**config.mk**
```make
export PLATFORM = sky130hd
export DESIGN_NAME = rst_supervisor
export DESIGN_NICKNAME = d
export VERILOG_FILES = /design/src/rtl/rsv_pkg.sv /design/src/rtl/rsv_sync.sv /design/src/rtl/rsv_watchdog.sv /design/src/rtl/rsv_seq.sv /design/src/rtl/rst_supervisor.sv
export SDC_FILE = /design/constraint.sdc
export NUM_CORES = 1
export LEC_CHECK = 0
export CORE_ASPECT_RATIO = 1.25
export CORE_UTILIZATION = 50
export CTS_CLUSTER_SIZE = 14
export DETAILED_ROUTE_END_ITERATION = 8
export GPL_ROUTABILITY_DRIVEN = 0
export PLACE_DENSITY = 0.79
export SETUP_SLACK_MARGIN = 0.05
export SYNTH_ARGS = -nofsm -noshare
export SYNTH_HDL_FRONTEND = slang
export SYNTH_SLANG_ARGS = --single-unit
export TNS_END_PERCENT = 20
```
**constraint.sdc**
```tcl
create_clock -name clk -period 3.15 [get_ports clk]
set_clock_uncertainty 0.05 [all_clocks]
set_input_delay 0.945 -clock clk [delete_from_list [all_inputs] [get_ports clk]]
set_output_delay 0.945 -clock clk [all_outputs]
set_load 0.03 [all_outputs]
```
**src/rtl/rsv_pkg.sv**
```systemverilog
package rsv_pkg;
  typedef enum logic [1:0] {
    ST_PDOWN = 2'd0,
    ST_HOLD  = 2'd1,
    ST_WAIT  = 2'd2,
    ST_RUN   = 2'd3
  } rsv_state_e;

  localparam logic [1:0] WD_OFF = 2'b00;
  localparam logic [1:0] WD_X1  = 2'b01;
  localparam logic [1:0] WD_X2  = 2'b10;
  localparam logic [1:0] WD_X4  = 2'b11;
endpackage

```
**src/rtl/rsv_sync.sv**
```systemverilog
module rsv_sync #(
  parameter int STAGES = 2
) (
  input  logic clk,
  input  logic rst_n,
  input  logic d,
  output logic fall
);
  logic [STAGES-1:0] chain_q;
  logic [STAGES-1:0] chain_d;
  logic              prev_q;

  always_comb begin
    chain_d = {chain_q[STAGES-2:0], d};
  end

  always_ff @(posedge clk or negedge rst_n) begin
    if (!rst_n) begin
      chain_q <= {STAGES{1'b1}};
      prev_q  <= 1'b1;
    end else begin
      chain_q <= chain_d;
      prev_q  <= chain_q[STAGES-1];
    end
  end

  assign fall = prev_q & ~chain_q[STAGES-1];
endmodule

```
**src/rtl/rsv_watchdog.sv**
```systemverilog
module rsv_watchdog
  import rsv_pkg::*;
#(
  parameter int WD_BASE_MS = 250
) (
  input  logic       clk,
  input  logic       rst_n,
  input  logic       tick,
  input  logic       run,
  input  logic       kick,
  input  logic       cfg_we,
  input  logic [1:0] cfg_period,
  output logic       expire
);
  localparam int CW = $clog2(4 * WD_BASE_MS + 1);
  localparam logic [CW-1:0] LIM1 = CW'(WD_BASE_MS);
  localparam logic [CW-1:0] LIM2 = CW'(2 * WD_BASE_MS);
  localparam logic [CW-1:0] LIM4 = CW'(4 * WD_BASE_MS);

  logic [1:0]    period_q, period_d;
  logic [CW-1:0] cnt_q, cnt_d;
  logic [CW-1:0] limit;
  logic          restart;

  always_comb begin
    case (period_q)
      WD_X1:   limit = LIM1;
      WD_X2:   limit = LIM2;
      WD_X4:   limit = LIM4;
      default: limit = LIM4;
    endcase
    restart  = ~run | kick | cfg_we | (period_q == WD_OFF);
    expire   = ~restart & tick & (cnt_q == limit - CW'(1));
    period_d = cfg_we ? cfg_period : period_q;
    if (restart || expire) begin
      cnt_d = '0;
    end else if (tick) begin
      cnt_d = cnt_q + CW'(1);
    end else begin
      cnt_d = cnt_q;
    end
  end

  always_ff @(posedge clk or negedge rst_n) begin
    if (!rst_n) begin
      period_q <= WD_X4;
      cnt_q    <= '0;
    end else begin
      period_q <= period_d;
      cnt_q    <= cnt_d;
    end
  end


  wd_clear_chk: assert property (@(posedge clk) disable iff (!rst_n)
    !run |=> (cnt_q == '0));


  wd_bound_chk: assert property (@(posedge clk) disable iff (!rst_n)
    cnt_q < LIM4);
endmodule

```
**src/rtl/rsv_seq.sv**
```systemverilog
module rsv_seq
  import rsv_pkg::*;
#(
  parameter int PULSE_MS = 250
) (
  input  logic       clk,
  input  logic       rst_n,
  input  logic       tick,
  input  logic       pwr_good,
  input  logic       pb_level,
  input  logic       wd_expire,
  output rsv_state_e state,
  output logic       rst_out_n
);
  localparam int HW = (PULSE_MS > 1) ? $clog2(PULSE_MS) : 1;
  localparam logic [HW-1:0] HOLD_LAST = HW'(PULSE_MS - 1);

  rsv_state_e    state_q, state_d;
  logic [HW-1:0] hold_q, hold_d;
  logic          pbflag_q, pbflag_d;
  logic          pbprev_q;
  logic          pb_fall, pb_rise, hold_end;

  always_comb begin
    pb_fall  = pbprev_q & ~pb_level;
    pb_rise  = ~pbprev_q & pb_level;
    hold_end = tick & (hold_q == HOLD_LAST);
    state_d  = state_q;
    hold_d   = hold_q;
    pbflag_d = pbflag_q;
    if (!pwr_good) begin
      state_d  = ST_PDOWN;
      hold_d   = '0;
      pbflag_d = 1'b0;
    end else begin
      case (state_q)
        ST_PDOWN: begin
          state_d = ST_HOLD;
          hold_d  = '0;
        end
        ST_HOLD: begin
          if (hold_end) begin
            hold_d   = '0;
            pbflag_d = 1'b0;
            state_d  = (pbflag_q && !pb_level) ? ST_WAIT : ST_RUN;
          end else if (tick) begin
            hold_d = hold_q + HW'(1);
          end
        end
        ST_WAIT: begin
          if (pb_rise) begin
            state_d = ST_HOLD;
            hold_d  = '0;
          end
        end
        default: begin
          if (pb_fall) begin
            state_d  = ST_HOLD;
            hold_d   = '0;
            pbflag_d = 1'b1;
          end else if (wd_expire) begin
            state_d = ST_HOLD;
            hold_d  = '0;
          end
        end
      endcase
    end
  end

  always_ff @(posedge clk or negedge rst_n) begin
    if (!rst_n) begin
      state_q  <= ST_HOLD;
      hold_q   <= '0;
      pbflag_q <= 1'b0;
      pbprev_q <= 1'b1;
    end else begin
      state_q  <= state_d;
      hold_q   <= hold_d;
      pbflag_q <= pbflag_d;
      pbprev_q <= pb_level;
    end
  end

  assign state     = state_q;
  assign rst_out_n = (state_q == ST_RUN) || (state_q == ST_WAIT);


  pwr_low_chk: assert property (@(posedge clk) disable iff (!rst_n)
    !pwr_good |=> !rst_out_n);


  hold_range_chk: assert property (@(posedge clk) disable iff (!rst_n)
    hold_q <= HOLD_LAST);


  rise_pg_chk: assert property (@(posedge clk) disable iff (!rst_n)
    $rose(rst_out_n) |-> $past(pwr_good));


  wait_keep_chk: assert property (@(posedge clk) disable iff (!rst_n)
    (state_q == ST_WAIT) && pwr_good && !pb_level |=> rst_out_n);
endmodule

```
**src/rtl/rst_supervisor.sv**
```systemverilog
module rst_supervisor
  import rsv_pkg::*;
#(
  parameter int PULSE_MS   = 250,
  parameter int WD_BASE_MS = 250,
  parameter int SYNC_DEPTH = 2
) (
  input  logic       clk,
  input  logic       rst_n,
  input  logic       ms_tick,
  input  logic       pwr_good,
  input  logic       pb_level,
  input  logic       wd_strobe_n,
  input  logic       cfg_we,
  input  logic [1:0] cfg_period,
  output logic       rst_out_n
);
  rsv_state_e state;
  logic       kick;
  logic       wd_expire;
  logic       run;

  assign run = (state == ST_RUN);

  rsv_sync #(.STAGES(SYNC_DEPTH)) u_strobe_sync (
    .clk   (clk),
    .rst_n (rst_n),
    .d     (wd_strobe_n),
    .fall  (kick)
  );

  rsv_watchdog #(.WD_BASE_MS(WD_BASE_MS)) u_wdog (
    .clk        (clk),
    .rst_n      (rst_n),
    .tick       (ms_tick),
    .run        (run),
    .kick       (kick),
    .cfg_we     (cfg_we),
    .cfg_period (cfg_period),
    .expire     (wd_expire)
  );

  rsv_seq #(.PULSE_MS(PULSE_MS)) u_seq (
    .clk       (clk),
    .rst_n     (rst_n),
    .tick      (ms_tick),
    .pwr_good  (pwr_good),
    .pb_level  (pb_level),
    .wd_expire (wd_expire),
    .state     (state),
    .rst_out_n (rst_out_n)
  );


  expire_only_run_chk: assert property (@(posedge clk) disable iff (!rst_n)
    wd_expire |-> rst_out_n);
endmodule

```
Word-level counts from Yosys, hierarchy flattened:

Cells that the tools add are included.

* add/subtract/negate cells: 3
* reductions and logical operators: 11
* bitwise operators: 14
* muxes and demuxes: 21
* equal/unequal tests: 13

Operator list (count)
* 8-bit two-way mux: 6
* 8-bit case mux with 3 select lines: 1
* 10-bit two-way mux: 2
* 10-bit case mux with 2 select lines: 1
* 10-bit by 1-bit adder with 10-bit output, second input constant: 1
* 10-bit equality test: 1
* 2-bit two-way mux: 5
* 10-bit by 1-bit subtractor with 10-bit output, second input constant: 1
* 3-bit AND reduction: 3
* 8-bit by 1-bit adder with 8-bit output, second input constant: 1
* 8-bit equality test, second input constant: 1
* 1-bit bitwise AND: 6
* 2-bit equality test, second input constant: 3
* 3-bit by 2-bit != test with 1-bit output, second input constant: 2
* 6-bit by 1-bit != test with 1-bit output, second input constant: 1
* 2-bit case mux with 3 select lines: 1
* 1-bit inverter: 5
* 2-bit by 1-bit equality test with 1-bit output, second input constant: 2
* 2-bit logical NOT: 2
* 1-bit two-way mux: 4
* 4-bit by 3-bit != test with 1-bit output, second input constant: 1
* 3-bit by 1-bit != test with 1-bit output, second input constant: 1
* 1-bit bitwise OR: 3
* 1-bit logical OR: 2
* 6 further kinds: 6

* flip-flop bits (word level): 27
* output and inout port bits: 1

Depth between registers and ports, before layout:

Gate-level depths: netlist (run 1).

* depth in word-level cells: 12
* depth in mapped cells: 7
* mapped depth without buffers: 7

Cells and area by module:

From an unflattened synthesis (run 1), not the netlist that was laid out.

* cell total of the unflattened synthesis: 147
* area total of the unflattened synthesis: 1567.8 sq um

Modules (own cells, without submodules)
* rsv_watchdog: times used 1, area an instance 800.8 sq um, cells each 73
* rsv_seq: times used 1, area an instance 668.1 sq um, cells each 69
* rsv_sync: times used 1, area an instance 92.6 sq um, cells each 4
* rst_supervisor: times used 1, area an instance 6.3 sq um, cells each 1

Worst setup path before layout (run 1):

Ideal clock, no wire load.

* path type: input port to flip-flop
* from: input pb_level
* to: register u_seq.hold_q[0]
* setup slack: 935 ps
* buffers on the path: 0
* stages on the path: 5
* required time: 2972 ps
* library setup time: 128 ps
* data arrival time: 2037 ps
* cell sequence: nor2b_1 or4b_4 a21oi_4 a211oi_2 mux2_1

* word-level cells in the longest chain between the ends: 5
* elaborated cells between the ends (all ways): 9

RTL lines
* start: declaration: line rst_supervisor.sv:12 `input logic pb_level,`
* 1-bit inverter: line rsv_seq.sv:25 `pb_fall = pbprev_q & ~pb_level;`
* 1-bit bitwise AND: line rsv_seq.sv:25
* 8-bit two-way mux: line rsv_seq.sv:57 `if (pb_fall) begin`
* 8-bit case mux with 3 select lines: line rsv_seq.sv:36 `case (state_q)`
* 8-bit two-way mux: line rsv_seq.sv:31 `if (!pwr_good) begin`
* end signal: assignment: line rsv_seq.sv:78 `hold_q <= hold_d;`
* end: declaration: line rsv_seq.sv:19 `logic [HW-1:0] hold_q, hold_d;`

Parallel ways exist; a longest one is shown, timed or not.
A chain may end at the register's enable or synchronous reset.

Worst setup path after layout (run 1):

* from: register u_seq.state_q[0] (netlist: u_seq.state[0])
* to: output rst_out_n

* word-level cells in the longest chain between the ends: 2
* elaborated cells between the ends (all ways): 3

RTL lines
* start: declaration: line rsv_seq.sv:18 `rsv_state_e state_q, state_d;`
* start signal: assignment: line rsv_seq.sv:77 `state_q <= state_d;`
* 2-bit equality test: line rsv_seq.sv:85 `assign rst_out_n = (state_q == ST_RUN) || (state_q == ST_WAIT);`
* 1-bit logical OR (*): line rsv_seq.sv:85
* end: declaration: line rst_supervisor.sv:16 `output logic rst_out_n`

Every way passes the cells marked *; elsewhere a longest branch is shown, timed or not.

==> results of run 1 <==
-- layer usage --
layer	part of all wire, %	global-route usage, %
met5	0	0
met4	1.9	11.2
met3	3.7	2.31
met2	48	35.6
met1	47	26.8
-- cell type report --
| type | count | area share [%] |
|---|---|---|
| clock buffers | 4 | 1.49 |
| inverters | 6 | 1.28 |
| multi-input cells | 128 | 50.0 |
| flip-flops and latches | 27 | 38.8 |
| well taps | 36 | 2.56 |
| repair buffers | 11 | 5.89 |
-- synthesized netlist by cell type, types with 2 or more instances --
cell / n / area share (%)
o31ai_1: 9 / 4.2
nand3_1: 7 / 2.2
nand2_1: 17 / 4.0
dfrtp_1: 20 / 31
nor2_1: 24 / 5.7
nand3b_1: 2 / 0.94
xor2_1: 6 / 3.3
ha_1: 10 / 7.9
xnor2_1: 4 / 2.2
nand4_1: 5 / 2.0
mux2i_1: 2 / 1.3
nor3_1: 3 / 0.94
mux2_1: 2 / 1.4
a21oi_1: 3 / 0.94
nor2b_1: 4 / 1.6
and4bb_2: 2 / 1.6
inv_1: 6 / 1.4
nand4b_1: 2 / 1.1
o21ai_0: 4 / 1.3
dfstp_2: 7 / 12
nand2b_1: 2 / 0.79
-- registers in the layout, summed over array words and instances (netlist names) --
signal                 cells
u_strobe_sync.prev_q       1
u_seq.hold_q               8
u_seq.pbprev_q             1
u_wdog.period_q            2
u_strobe_sync.chain_q      2
u_wdog.cnt_q              10
u_seq.pbflag_q             1
u_seq.state                2
-- layout by cell type, fill, tap and decap left out, types with 4 or more instances in the layout --
cell / instances
o31ai_1: 9
dfstp_2: 7
nand2_1: 17
inv_1: 6
nor2_1: 24
o21ai_0: 4
nand4_1: 5
xnor2_1: 4
ha_1: 10
dfrtp_1: 20
nand3_1: 7
nor2b_1: 4
clkdlybuf4s50_1: 8
xor2_1: 6
-- power by group through the flow --
| stage | registers, mW | logic (mW) | clock network [mW] |
|---|---|---|---|
| floorplan | 0.417 | 0.238 | 0 |
| global placement | 0.422 | 0.310 | 0 |
| detailed placement | 0.426 | 0.326 | 0 |
| CTS | 0.419 | 0.323 | 0.158 |
| global route | 0.424 | 0.357 | 0.169 |
| finish | 0.418 | 0.324 | 0.152 |
-- worst max path at each step --
stage | startpoint | end | slack [ns] | cells past startpoint
detailed placement | pb_level | u_seq.hold_q[0] | 0.25 | 6
CTS | u_seq.state[0] | rst_out_n | 0.27 | 4
global placement | pwr_good | u_seq.hold_q[0] | 0.33 | 5
global route | u_seq.state[0] | rst_out_n | 0.22 | 4
finish | u_seq.state[0] | rst_out_n | 0.28 | 4
floorplan | pb_level | u_seq.hold_q[0] | 0.94 | 5
-- cells by family (layout without fill, tap and decap cells) --
kind of cell	count (synthesis)	after routing	share of synthesized area, %
AO/OA/AOI/OAI	28	28	14.1
buffers and inverters	7	21	1.73
XOR/XNOR	10	10	5.50
adder cells (fa/ha/maj)	10	10	7.86
multiplexers	4	4	2.67
flip-flops	27	27	43.0
AND/OR/NAND/NOR	76	76	25.1
-- worst max-delay path, stage by stage (launching register included) --
cell and delay, ns:
dfstp_2 0.60, inv_1 0.08, ha_1 0.23, or2_2 0.28, dlygate4sd2_1 0.36
-- timing repair --
action	4_1_cts	5_1_grt
hold buffers	0	0
endpoints found under the hold margin	0	0
resized for setup	1	0
endpoints found under the setup margin	1	0
==> flow_metrics.py, run 1 <==
metrics = {
    "outcome": {
        "status": "finished, final reports clean",
    },
    "route": {
        "wl_per_cell_microns": 14.5,
        "postRouteAntennaNets": 0,
        "dr.first_iter.drc_count": 24,
        "route.final.wire_length_mm": 3.07,
        "avgViaCountPerCell": 5.93,
        "route.detailed.drc": 0,
        "dr.pass1.iters": 4,
        "via_count": 1257,
    },
    "cts": {
        "clock-sinks": 27,
        "cts_max_level": 1,
        "tritoncts": "yes",
        "clock_latency_ns": 0.32,
        "cts-root-buf": "clkbuf_4",
        "clockBufferDepth": 2,
        "path_clk_slew_ns": 0.14,
        "post_cts_buffers": 0,
        "cts_buffers": 3,
    },
    "place": {
        "post_dp_cell_area_sq_um": 1740,
        "io_buffers": 9,
        "dp.cells": 208,
        "pre_cts_ws_ns": 0.255,
        "hpwl_mm": 2.24,
    },
    "finish": {
        "fin_util_pct": 59.3,
        "regArea_sq_um": 684,
        "instances_no_fill": 212,
        "num_antenna_cells": 0,
        "layout-drive-gt1-share_pct": 12.5,
        "synthToLayoutAreaGrowth_pct": 10.7,
        "fin_area_sq_um": 1760,
        "multi_input_area_sq_um": 881,
        "nFillCells": 257,
        "nets": 196,
    },
    "timing": {
        "max_clock_freq_mhz": 349,
        "fin_crit_ns": 2.87,
        "post-route-period-util_pct": 91.0,
        "setup_tns_ns": 0,
        "hold_ws_ns": 0.325,
        "drv_slew": 0,
        "fin_ws_ns": 0.283,
        "max-slew-margin-rel_pct": 70.6,
        "grt_setup_unrepaired": "false",
        "finalHoldViolCount": 0,
        "worst-slew-pin-transition_ns": 0.439,
        "setup_viol": 0,
    },
    "global_routing": {
        "grt_usage_pct": 21.4,
        "grt_pass1_vias": 1323,
        "grt_max_degree": 28,
        "overflow": 0,
        "grt_antenna_before_repair": 0,
        "grt_pass1_wl_mm": 5.53,
    },
    "die": {
        "dieArea_sq_um": 3420,
        "fp-row-count": 22,
        "core-area_sq_um": 2970,
        "die_w_microns": 52.5,
        "fp.dieH_microns": 65.1,
        "boundaryPins": 10,
        "initial_core_util_pct": 53.6,
    },
    "pwr": {
        "p_int_uw": 568,
        "peakVddDrop_v": 0.000352,
        "sw_frac_of_total_pct": 36.5,
        "pwr-share-seq_pct": 46.8,
        "p_leak_nw": 0.762,
        "comb_power_share_pct": 36.2,
        "power.switching_uw": 326,
        "finalPower_uw": 894,
        "pwr-share-clk_pct": 17.0,
        "p_per_area_nw_per_um2": 507,
    },
    "yosys": {
        "synth_flop_cell": "dfrtp_1",
        "syn_inst": 162,
        "synth_edf_count": 0,
        "synth-seq-area-share_pct": 43.0,
        "synth_seq_cells": 27,
        "syn_avg_cell_area_sq_um": 9.83,
        "yosys_warnings": 0,
        "ys_types": 42,
        "synthesis.area_sq_um": 1590,
        "async_flop_share_pct": 100,
        "syn-num-nets": 181,
    },
    "critical_path": {
        "ff2ff_path_depth": 6,
        "end_kind": "output pin",
        "crit_fanout": 5,
        "crit_path_start_kind": "flop",
        "rrSetupSlack_ns": 0.83,
        "crit_type": "flop to output pin",
        "r2r-end": "u_seq.hold_q[0]",
        "r2r-start": "u_seq.state[0]",
        "timing.critical_path.arrival_ns": 1.87,
        "required_ns": 2.15,
    },
    "run": {
        "timing.max_cap.violations": 0,
    },
    "hold_path": {
        "min_from": "u_strobe_sync.chain_q[0]",
        "min_path_cells": 0,
        "hold_path_end": "u_strobe_sync.chain_q[1]",
        "hold_path.class": "flop to flop",
    },
}
No activity file was read; power rests on OpenSTA's default activity.
==> run 2: changes to the inputs <==
Settings changed: CORE_MARGIN set to 5.
==> run 2 against run 1 <==
  * Non-clock buffer count is the same
  * Sequential share of layout area shrank 0.52 points
  * Clock power grew 28%
  * Sequential cell count is the same
  * Combinational power is essentially flat
  * Die area grew 29%
  * Clock-buffer cell count is the same
  * Critical endpoint unchanged
  * Sequential power is essentially flat
  * Final cell count grew 0.47%
  * Worst setup slack gained 0.19 ns
  * Via count shrank 1.6%
  * Worst hold slack lost 0.011 ns
==> flow_metrics.py, run 2 (same netlist as run 1, synthesis figures left out) <==
metrics = {
    "outcome": {
        "status": "finished, final reports clean",
    },
    "global_routing": {
        "grt_max_degree": 28,
        "grt_antenna_before_repair": 0,
        "overflow": 0,
        "grt_usage_pct": 15.7,
        "grt_pass1_wl_mm": 5.42,
        "grt_pass1_vias": 1274,
    },
    "hold_path": {
        "hold_path.class": "flop to flop",
        "hold_path_end": "u_strobe_sync.chain_q[1]",
        "min_from": "u_strobe_sync.chain_q[0]",
        "min_path_cells": 0,
    },
    "critical_path": {
        "crit_fanout": 5,
        "cp_cell_sequence": "inv_1, ha_1, or2_2, dlymetal6s2s_1",
        "crit_slowest_cell": "dfstp_2",
        "ff2ff_path_depth": 6,
        "end_kind": "output pin",
        "max_stage_delay_ns": 0.58,
        "timing.critical_path.arrival_ns": 1.68,
        "r2r-end": "u_seq.hold_q[0]",
        "r2r-start": "u_seq.state[0]",
        "required_ns": 2.15,
        "crit_type": "flop to output pin",
        "rrSetupSlack_ns": 0.84,
        "crit_path_start_kind": "flop",
    },
    "timing": {
        "max_clock_freq_mhz": 374,
        "fin_ws_ns": 0.474,
        "fin_crit_ns": 2.68,
        "worst-slew-pin-transition_ns": 0.443,
        "post-route-period-util_pct": 85.0,
        "max-slew-margin-rel_pct": 70.3,
        "finalHoldViolCount": 0,
        "setup_tns_ns": 0,
        "grt_setup_unrepaired": "false",
        "setup_viol": 0,
        "drv_slew": 0,
    },
    "cts": {
        "cts_hold_buffers": 0,
        "clock_latency_ns": 0.27,
        "cts_max_level": 1,
        "clock-sinks": 27,
        "cts-root-buf": "clkbuf_8",
        "clockBufferDepth": 2,
        "cts_resized": 0,
        "post_cts_buffers": 0,
        "path_clk_slew_ns": 0.09,
        "tritoncts": "yes",
        "cts_buffers": 3,
    },
    "run": {
        "timing.max_cap.violations": 0,
    },
    "finish": {
        "largest_reg_flops": 10,
        "final_cell_mix": "nor2_1, dfrtp_1, nand2_1",
        "num_antenna_cells": 0,
        "regMostFlops": "u_wdog.cnt_q",
        "multi_input_area_sq_um": 881,
        "layout-drive-gt1-share_pct": 12.5,
        "final_common_cell": "nor2_1",
        "nFillCells": 270,
        "largest_registers": "u_wdog.cnt_q x10, u_seq.hold_q x8",
        "synthToLayoutAreaGrowth_pct": 12.2,
        "nets": 196,
        "regArea_sq_um": 684,
    },
    "pwr": {
        "p_leak_nw": 0.781,
        "peakVddDrop_v": 0.000344,
        "p_per_area_nw_per_um2": 525,
    },
    "die": {
        "dieArea_sq_um": 4420,
        "core-area_sq_um": 3140,
        "fp-row-count": 23,
        "fp.dieH_microns": 73.1,
        "die_w_microns": 60.5,
        "initial_core_util_pct": 50.8,
        "boundaryPins": 10,
    },
    "route": {
        "via_count": 1237,
        "postRouteAntennaNets": 0,
        "dr.first_iter.drc_count": 34,
        "route.final.wire_length_mm": 3.17,
        "dr.pass1.iters": 4,
        "wl_per_cell_microns": 14.9,
        "avgViaCountPerCell": 5.81,
        "route.detailed.drc": 0,
    },
    "place": {
        "io_buffers": 9,
        "pre_cts_ws_ns": 0.272,
        "hpwl_mm": 2.40,
    },
}
-- run 2: changes by cell type in the layout (fill, tap and decap cells not counted) --
cell            previous run  this run
dlymetal6s2s_1             0         1
clkbuf_8                   0         3
dlygate4sd2_1              1         0
clkbuf_4                   3         0
-- run 2: through the flow --
stage	hold WS, ns	utilization (%)	cell area (sq um)	instances	power [mW]
6_report	0.314	57.0	1790	213	0.937
4_1_cts	0.317	56.9	1780	213	0.946
3_5_place_dp	0.300	55.4	1740	209	0.750
3_3_place_gp	0.300	55.4	1740	209	0.732
2_1_floorplan	0.295	-	1590	162	0.655
5_1_grt	0.321	57.0	1790	213	1.01
-- run 2: report_power, final --
| part | switching, mW | total (mW) | internal (mW) | leakage [nW] |
|---|---|---|---|---|
| sequential | 0.0322 | 0.418 | 0.386 | 0.351 |
| clock | 0.104 | 0.195 | 0.0906 | 0.0228 |
| combinational | 0.189 | 0.324 | 0.135 | 0.407 |
-- run 2: area by class of cell --
type / count / area share (%)
Clock buffer: 4 / 2.52
Inverter: 6 / 1.26
Multi-Input combinational cell: 128 / 49.3
Sequential cell: 27 / 38.3
Timing Repair Buffer: 11 / 6.02
Tap cell: 37 / 2.59
-- run 2: worst max-delay path by stage --
stage / startpoint / to / slack, ns / depth (start not counted)
detailed placement: pb_level / u_seq.hold_q[0] / 0.27 / 6
finish: u_seq.state[0] / rst_out_n / 0.47 / 4
CTS: u_seq.state[0] / rst_out_n / 0.1 / 4
global placement: pwr_good / u_seq.hold_q[0] / 0.33 / 5
global route: u_seq.state[0] / rst_out_n / 0.38 / 4
floorplan: pb_level / u_seq.hold_q[0] / 0.94 / 5
-- run 2: routing by layer --
layer	share of wire, %	vias up	GRT usage (%)
li1	-	607	-
met1	46	599	20.5
met2	49	24	26.0
met3	3.8	7	2.83
met4	1.4	0	5.30
met5	0	-	0
-- run 2: critical path, delay by kind of cell, from the launching register on --
kind | cells | cell delay (ns)
DFF | 1 | 0.58
buffers and inverters | 2 | 0.32
adders and majority gates | 1 | 0.23
and+or+nand+nor | 1 | 0.28
